[config.mk]
export PLATFORM = sky130hd
export DESIGN_NAME = pxlink_serializer
export DESIGN_NICKNAME = d
export VERILOG_FILES = /design/src/rtl/pxl_pkg.sv /design/src/rtl/pxl_clk_watch.sv /design/src/rtl/pxl_lane_shift.sv /design/src/rtl/pxl_out_gate.sv /design/src/rtl/pxlink_serializer.sv
export SDC_FILE = /design/constraint.sdc
export NUM_CORES = 1
export LEC_CHECK = 0
export BUFFER_PORTS_ARGS = -buffer_cell sky130_fd_sc_hd__buf_2
export CORE_ASPECT_RATIO = 1.1
export CORE_MARGIN = 2
export CORE_UTILIZATION = 48
export CTS_BUF_LIST = sky130_fd_sc_hd__clkbuf_16
export DETAILED_ROUTE_END_ITERATION = 7
export GPL_ROUTABILITY_DRIVEN = 0
export MAX_ROUTING_LAYER = met4
export PLACE_DENSITY = 0.86
export SYNTH_ARGS = -nofsm -noshare
export SYNTH_HDL_FRONTEND = slang
export SYNTH_SLANG_ARGS = --single-unit
[constraint.sdc]
create_clock -name bit_clk -period 1.2 [get_ports bit_clk]
set_input_delay 0.06 -clock bit_clk [delete_from_list [all_inputs] [get_ports bit_clk]]
set_output_delay 0.06 -clock bit_clk [all_outputs]
set_load 0.03 [all_outputs]
[src/rtl/pxl_pkg.sv]
package pxl_pkg;

   typedef enum logic {
      ORDER_MSB_FIRST = 1'b0,
      ORDER_LSB_FIRST = 1'b1
   } ser_order_e;

   localparam int unsigned DEF_COLOR_W    = 6;
   localparam int unsigned DEF_LANES      = 3;
   localparam int unsigned DEF_LANE_BITS  = 7;
   localparam int unsigned DEF_LOSS_LIMIT = 16;

   // counter width able to hold the value lim
   function automatic int unsigned cnt_width(int unsigned lim);
      int unsigned w;
      w = $clog2(lim + 1);
      if (w < 1) w = 1;
      return w;
   endfunction

endpackage

[src/rtl/pxl_clk_watch.sv]
module pxl_clk_watch #(
   parameter int unsigned LOSS_LIMIT = pxl_pkg::DEF_LOSS_LIMIT
) (
   input  logic bit_clk,
   input  logic rst_n,
   input  logic pix_clk,
   output logic fall_stb,
   output logic lost
);
   localparam int unsigned CW = pxl_pkg::cnt_width(LOSS_LIMIT);

   if (LOSS_LIMIT < 2) begin : g_bad_limit
      $error("pxl_clk_watch: LOSS_LIMIT must be at least 2");
   end

   logic          pix_q;
   logic          edge_seen;
   logic [CW-1:0] gap_q;

   assign edge_seen = pix_q ^ pix_clk;
   assign fall_stb  = pix_q & ~pix_clk;

   always_ff @(posedge bit_clk or negedge rst_n) begin
      if (!rst_n) begin
         pix_q <= 1'b0;
         gap_q <= '0;
         lost  <= 1'b0;
      end else begin
         pix_q <= pix_clk;
         if (edge_seen) begin
            gap_q <= '0;
            lost  <= 1'b0;
         end else if (gap_q == CW'(LOSS_LIMIT)) begin
            lost  <= 1'b1;
         end else begin
            gap_q <= gap_q + 1'b1;
         end
      end
   end

endmodule

[src/rtl/pxl_lane_shift.sv]
module pxl_lane_shift #(
   parameter int unsigned         W     = pxl_pkg::DEF_LANE_BITS,
   parameter pxl_pkg::ser_order_e ORDER = pxl_pkg::ORDER_MSB_FIRST
) (
   input  logic         bit_clk,
   input  logic         rst_n,
   input  logic         load,
   input  logic [W-1:0] din,
   output logic         sout
);
   if (W < 2) begin : g_bad_width
      $error("pxl_lane_shift: W must be at least 2");
   end

   logic [W-1:0] sh_q;

   if (ORDER == pxl_pkg::ORDER_MSB_FIRST) begin : g_msb
      always_ff @(posedge bit_clk or negedge rst_n) begin
         if (!rst_n)    sh_q <= '0;
         else if (load) sh_q <= din;
         else           sh_q <= {sh_q[W-2:0], sh_q[W-1]};
      end
      assign sout = sh_q[W-1];
   end else begin : g_lsb
      always_ff @(posedge bit_clk or negedge rst_n) begin
         if (!rst_n)    sh_q <= '0;
         else if (load) sh_q <= din;
         else           sh_q <= {sh_q[0], sh_q[W-1:1]};
      end
      assign sout = sh_q[0];
   end

endmodule

[src/rtl/pxl_out_gate.sv]
module pxl_out_gate #(
   parameter int unsigned N = pxl_pkg::DEF_LANES + 1
) (
   input  logic         bit_clk,
   input  logic         rst_n,
   input  logic         power_on,
   input  logic         lost,
   input  logic         fall_stb,
   input  logic [N-1:0] raw,
   output logic [N-1:0] gated,
   output logic         primed
);
   logic enable;

   always_ff @(posedge bit_clk or negedge rst_n) begin
      if (!rst_n)                 primed <= 1'b0;
      else if (!power_on || lost) primed <= 1'b0;
      else if (fall_stb)          primed <= 1'b1;
   end

   assign enable = primed & power_on & ~lost;
   assign gated  = raw & {N{enable}};

endmodule

[src/rtl/pxlink_serializer.sv]
module pxlink_serializer #(
   parameter int unsigned           COLOR_W     = pxl_pkg::DEF_COLOR_W,
   parameter int unsigned           LANES       = pxl_pkg::DEF_LANES,
   parameter int unsigned           LANE_BITS   = pxl_pkg::DEF_LANE_BITS,
   parameter int unsigned           LOSS_LIMIT  = pxl_pkg::DEF_LOSS_LIMIT,
   parameter logic [LANE_BITS-1:0]  CLK_PATTERN = 7'b1100011,
   parameter pxl_pkg::ser_order_e   ORDER       = pxl_pkg::ORDER_MSB_FIRST
) (
   input  logic               bit_clk,
   input  logic               rst_n,
   input  logic               pix_clk,
   input  logic               power_on,
   input  logic [COLOR_W-1:0] red,
   input  logic [COLOR_W-1:0] green,
   input  logic [COLOR_W-1:0] blue,
   input  logic               line_sync,
   input  logic               frame_sync,
   input  logic               data_en,
   output logic [LANES-1:0]   lane_data,
   output logic               lane_clk
);
   localparam int unsigned WORD_W = 3 * COLOR_W + 3;
   localparam int unsigned ALL_W  = LANES + 1;

   if (WORD_W != LANES * LANE_BITS) begin : g_bad_fit
      $error("pxlink_serializer: word width must equal LANES*LANE_BITS");
   end

   logic [WORD_W-1:0] word;
   logic [ALL_W-1:0]  raw;
   logic [ALL_W-1:0]  gated;
   logic              cap_stb;
   logic              lost;
   logic              primed;

   assign word = {data_en, frame_sync, line_sync, blue, green, red};

   pxl_clk_watch #(.LOSS_LIMIT(LOSS_LIMIT)) u_watch (
      .bit_clk  (bit_clk),
      .rst_n    (rst_n),
      .pix_clk  (pix_clk),
      .fall_stb (cap_stb),
      .lost     (lost)
   );

   for (genvar k = 0; k < LANES; k++) begin : g_lane
      pxl_lane_shift #(.W(LANE_BITS), .ORDER(ORDER)) u_shift (
         .bit_clk (bit_clk),
         .rst_n   (rst_n),
         .load    (cap_stb),
         .din     (word[k*LANE_BITS +: LANE_BITS]),
         .sout    (raw[k])
      );
   end

   pxl_lane_shift #(.W(LANE_BITS), .ORDER(ORDER)) u_clk_lane (
      .bit_clk (bit_clk),
      .rst_n   (rst_n),
      .load    (cap_stb),
      .din     (CLK_PATTERN),
      .sout    (raw[LANES])
   );

   pxl_out_gate #(.N(ALL_W)) u_gate (
      .bit_clk  (bit_clk),
      .rst_n    (rst_n),
      .power_on (power_on),
      .lost     (lost),
      .fall_stb (cap_stb),
      .raw      (raw),
      .gated    (gated),
      .primed   (primed)
   );

   assign lane_data = gated[LANES-1:0];
   assign lane_clk  = gated[LANES];

endmodule

## After elaboration in Yosys (flattened, before gate mapping)

Index checks and enable logic that the tools add are counted.

| word-level totals | value |
|---|---|
| register bits | 36 |
| output and inout port bits | 4 |
| input port bits | 25 |
| word-level logic and storage cells | 32 |

| operators by class | value |
|---|---|
| muxes and demuxes | 10 |
| reductions and logical operators | 4 |
| equality and inequality tests | 2 |
| add/subtract/negate cells | 1 |
| bitwise operators | 7 |

Operators with widths:

| operator | count |
|---|---|
| 7-bit two-way mux | 4 |
| 5-bit two-way mux | 2 |
| 5-bit by 1-bit adder with 5-bit output (second input constant) | 1 |
| 5-bit equality test (second input constant) | 1 |
| 4-bit AND | 1 |
| 1-bit two-way mux | 4 |
| 2-bit nonzero test | 2 |
| 1-bit AND | 3 |
| 2-bit by 1-bit inequality test with 1-bit output (second input constant) | 1 |
| 1-bit inverter | 2 |
| 1-bit logical NOT | 1 |
| 1-bit logical OR | 1 |
| 1-bit bitwise XOR | 1 |

## Logic depth before layout (Yosys ltp)

| depth | value |
|---|---|
| word-level depth | 4 |
| mapped depth | 5 |
| depth with buffers taken out | 4 |

## By module

From an unflattened synthesis, not the netlist that was laid out.

| unflattened totals | value |
|---|---|
| cells, all modules | 102 |
| area, all modules | 1,612.8 um2 |

Modules (own cells, without submodules):

| module | seq. area each (um2) | area each (um2) | times used | cells an instance |
|---|---|---|---|---|
| pxl_lane_shift | 175.2 | 291.5 | 4 | 15 |
| pxl_clk_watch | 175.2 | 361.6 | 1 | 32 |
| pxl_out_gate | 25.0 | 77.6 | 1 | 8 |
| pxlink_serializer | 0.0 | 7.5 | 1 | 2 |

## Worst setup path before layout

No wires, ideal clock.

| timing path | value |
|---|---|
| kind | register to register |
| start point | reg u_watch.pix_q |
| end point | reg g_lane[1].u_shift.sh_q[0] |
| period minus slack after synthesis | 1.228 ns |
| setup time | 0.125 ns |
| required time | 1.075 ns |
| path buffers | 2 |
| arrival time | 1.103 ns |
| stages on the path, launching flop included | 5 |
| setup slack | -0.028 ns |
| cell sequence | dfrtp_1 -> ha_1 -> buf_6 -> buf_6 -> mux2_4 |

| between the ends | value |
|---|---|
| word-level cells in the longest chain between the ends | 2 |

RTL lines:

| what | line | source |
|---|---|---|
| start: declaration | pxl_clk_watch.sv:16 | `logic pix_q;` |
| start signal: assignment | pxl_clk_watch.sv:29 | `pix_q <= pix_clk;` |
| 1-bit AND | pxl_clk_watch.sv:21 | `assign fall_stb = pix_q & ~pix_clk;` |
| 7-bit two-way mux | pxl_lane_shift.sv:20 | `else if (load) sh_q <= din;` |
| end signal: assignment | pxl_lane_shift.sv:20 |  |
| end signal: assignment | pxl_lane_shift.sv:21 | `else sh_q <= {sh_q[W-2:0], sh_q[W-1]};` |
| end: declaration | pxl_lane_shift.sv:15 | `logic [W-1:0] sh_q;` |

No other way between the ends.
A chain may end at the register's enable or synchronous reset.

## Worst setup path in the final report

| timing path | value |
|---|---|
| start point | reg u_watch.pix_q |
| end point | reg g_lane[2].u_shift.sh_q[2] |

| between the ends | value |
|---|---|
| word-level cells in the longest chain between the ends | 2 |

RTL lines:

| what | line |
|---|---|
| 1-bit AND | pxl_clk_watch.sv:21 |
| 7-bit two-way mux | pxl_lane_shift.sv:20 |
| end signal: assignment | pxl_lane_shift.sv:20 |
| end signal: assignment | pxl_lane_shift.sv:21 |
| end: declaration | pxl_lane_shift.sv:15 |

No other way between the ends.

==> results.txt <==
The run finished, with violations left. The final reports fail on setup timing. The worst pin sits at a relative slew slack of 70.7%.

For the number of global-route vias before repair, the log shows 968. Highest clock frequency the design can meet: 802 MHz. The shortest clock period the worst path allows after layout was 1.25 ns; the final count of hold timing violations was 0.

The net count after synthesis is 126, and the number of I/O pins is 29. After synthesis the cells add up to 1470 um2. The initial utilization of the core area, before any placement, comes to 49.4%.

In this design, the critical path's most frequently occurring cell is sky130_fd_sc_hd__buf_12. The worst register-to-register path begins at u_watch.pix_q$_DFF_PN0_. The tools report the post-detailed-placement half-perimeter wirelength as 1690 um. The worst hold path terminates at g_lane[0].u_shift.sh_q[3]$_DFF_PN0_. The first-pass GRT wire length was 4630 um.

Class of the worst hold path: in2reg. For the worst-skew pair, the clock arrives at the later sink with an insertion delay of 0.28 ns. STA puts the critical path data arrival time at 1.41 ns. For the detailed-router iteration count before antenna repair, the log shows 4. The logs give 2 for the number of H-tree branching levels and 21 for the cell row count. The number of synthesized register bits is 36, and the pin count of the biggest net entering global routing is 37.

For the worst flop-to-flop path, the logic depth is 4. After filler insertion, the fill cell instance count of the layout stands at 196. The mean post-synth cell area is 15.0 um2.

Library cell occupying the most area in the post-synthesis netlist: sky130_fd_sc_hd__dfrtp_1. Setup repair after global routing could not meet its margin everywhere. Setup violations remaining at the end of the flow were counted as 19. The endpoint of the worst-slack reg-to-reg timing path was g_lane[2].u_shift.sh_q[2]$_DFF_PN0_. The count of different cell masters after synthesis came out at 18.

Start-to-end type of the worst setup path: reg2reg. The average routed wire per standard cell came out at 15.6 um. For the synthesized instance count, the log shows 98. Summed over its instances, the top area cell type makes up 61.4% of the synthesized netlist area. The clock net sink count came out at 36. The share of the Yosys chip area taken by registers is 61.4%.

The cell at the root of the clock tree is sky130_fd_sc_hd__clkbuf_16. Global routing consumed, over all layers together, 19.6% of the routing resources. For the final database, setup skew stands at 0.00625 ns.

Walking the worst path, the cells encountered are ha_4 -> buf_12 -> buf_12 -> mux2_4. Sorting the synthesized cells by area gives the leading types as sky130_fd_sc_hd__dfrtp_1, sky130_fd_sc_hd__mux2_4, sky130_fd_sc_hd__mux2_2. After layout, the worst path uses 104% of the clock period. The setup slack of the worst register-to-register path came out at -0.05 ns. The logs give 2710 um for the total detailed-routing wirelength and 0 for the number of nets with antenna violations after routing. In the layout the commonest cells are sky130_fd_sc_hd__dfrtp_1, sky130_fd_sc_hd__buf_2, sky130_fd_sc_hd__mux2_2, sky130_fd_sc_hd__mux2_4, sky130_fd_sc_hd__buf_6. The number of cells on the worst hold path came out at 2. 0 antenna diodes ended up in the layout. Clock-pin slew was measured on the worst setup and hold paths at 0.05 ns. The fraction of layout cells with a size suffix above 1 is 53.6%. Measured along the x axis, the die boundary spans 56.7 um.

The worst hold path begins at red[3]. Global routing finished with a remaining overflow of 0. The number of CTS-inserted buffers is 5, and the utilization after layout is 66.9%.

The worst-path maximum fanout is 6, and the power density of the placed cells is 1660 nW/um2. The first routing iteration left 19 violations. Area of the die: 3510 um2. Dividing the detail-routed via count by the number of cells gives 5.03. The run gives 0 as the number of antenna violations at the first check in global routing.

The logs give 876 for the total number of vias and 2 for the buffer depth of the longest clock path. The endpoint kind of the worst setup timing path was a flop. The run gives 1.36 ns as the required time of the critical path. The core region is 2970 um2. The cell type of the slowest stage on the worst timing path was sky130_fd_sc_hd__dfrtp_1. The tools report the total power as 0.00330 W. The number of nets in the finished design came out at 167.

TritonCTS built the clock tree. Layout overhead on the synthesized area: 35.4%. VDD sags by at most 1.79 mV.

In this run the vertical extent of the chip is 62.0 um. The maximum single-stage delay on the critical path is 0.39 ns, and the max-cap violation count is 0. The most frequent standard cell in the layout excluding fill and tap cells is sky130_fd_sc_hd__dfrtp_1.

The tools report the number of max-slew violations in the final report as 0. The number of warnings printed during yosys synthesis is 0. For the number of DRC violations after detailed routing, the log shows 0. The number of port buffers was 28.

The minimum setup slack in the final design was -0.0471 ns; the slew of the pin with the lowest slew margin was 0.440 ns. STA classifies the critical path startpoint as a flop. The analysis attributes to cell leakage a power of 0.952 nW.
-- cell families (layout without fill, tap and decap cells) --
group	after synthesis	count (layout)	share of synthesized area (%)
muxes	25	25	21.4
xor gates and xnor gates	1	1	0.597
and+or+nand+nor	24	24	9.98
DFF	36	36	61.4
buffers and inverters	7	49	2.99
adders and majority gates	3	3	2.56
AOI/OAI and AO/OA	2	2	1.02
-- synthesized netlist by cell type, drive strengths merged --
library cell,count
dfrtp,36
and3,4
or2,4
nor2b,4
nand2,5
nor3b,1
xnor2,1
nand2b,3
buf,4
nand3,2
mux2,21
o21a,2
ha,3
mux2i,4
and4bb,1
inv,3
-- what timing repair did --
item	CTS	global route
gates cloned	1	0
hold endpoints to repair	37	0
gates resized for setup	19	2
buffers inserted	2	1
pin swaps	2	1
setup endpoints to repair	9	25
hold buffers	2	0
-- per-stage QoR --
step	setup slack [ns]	hold slack (ns)	cell area, um2	cells	TNS (ns)
3_5_place_dp	-0.0984	0.129	1660	160	-0.369
6_report	-0.0471	0.00872	1990	174	-0.603
5_1_grt	-0.0802	0.0112	1990	174	-1.24
3_3_place_gp	-0.0485	0.107	1660	160	-0.188
4_1_cts	-0.0514	0.00648	1970	173	-0.745
2_1_floorplan	-0.00265	-0.236	1470	98	-0.0265
-- state kept, by name, indices dropped and copies added, names as in the netlist --
signal and flops:
u_watch.pix_q 1, u_clk_lane.sh_q 7, u_watch.gap_q 5, u_watch.lost 1, u_gate.primed 1, g_lane.u_shift.sh_q 21
-- where the power goes --
part | switching, W | total, W | leakage [nW] | internal, W
clock | 0.000475 | 0.00144 | 0.0850 | 0.000967
combinational | 0.000155 | 0.000420 | 0.436 | 0.000265
sequential | 0.0000683 | 0.00143 | 0.432 | 0.00137
total | 0.000698 | 0.00330 | 0.952 | 0.00260
-- how the worst max path moves through the flow --
stage                     slack (ns)                                  end                startpoint
after floorplan               -0.003  g_lane[1].u_shift.sh_q[0]$_DFF_PN0_   u_watch.pix_q$_DFF_PN0_
after global placement         -0.05         u_clk_lane.sh_q[5]$_DFF_PN0_   u_watch.pix_q$_DFF_PN0_
after detailed placement        -0.1         u_clk_lane.sh_q[0]$_DFF_PN0_   u_watch.pix_q$_DFF_PN0_
after CTS                      -0.05  g_lane[2].u_shift.sh_q[2]$_DFF_PN0_   u_watch.pix_q$_DFF_PN0_
after global routing           -0.08                         lane_data[0]  u_watch.lost$_DFFE_PN0P_
final                          -0.05  g_lane[2].u_shift.sh_q[2]$_DFF_PN0_   u_watch.pix_q$_DFF_PN0_
-- per-layer routing --
| layer | up-vias | share of wire [%] | global-route usage (%) |
|---|---|---|---|
| li1 | 407 | - | - |
| met1 | 446 | 42 | 21.8 |
| met5 | - | 0 | - |
| met3 | 7 | 5.0 | 8.70 |
| met2 | 16 | 51 | 31.9 |
| met4 | 0 | 1.8 | 7.14 |
-- cell type report --
type	count	area [um2]	area share, %
clock buffer	5	125	6.30
sequential	36	901	45.4
multi-input combinational	55	569	28.7
inverter	3	11.3	0.567
timing repair buffer	38	298	15.0
clock inverter	3	38.8	1.95
tap	34	42.5	2.14
-- critical path, delay by kind of cell, from the launching register on --
| family | cells | cell delay, ns |
|---|---|---|
| flip-flops | 1 | 0.39 |
| adder cells (fa/ha/maj) | 1 | 0.18 |
| multiplexers | 1 | 0.29 |
| buffers and inverters | 2 | 0.26 |
No activity file was read; power rests on OpenSTA's default activity.
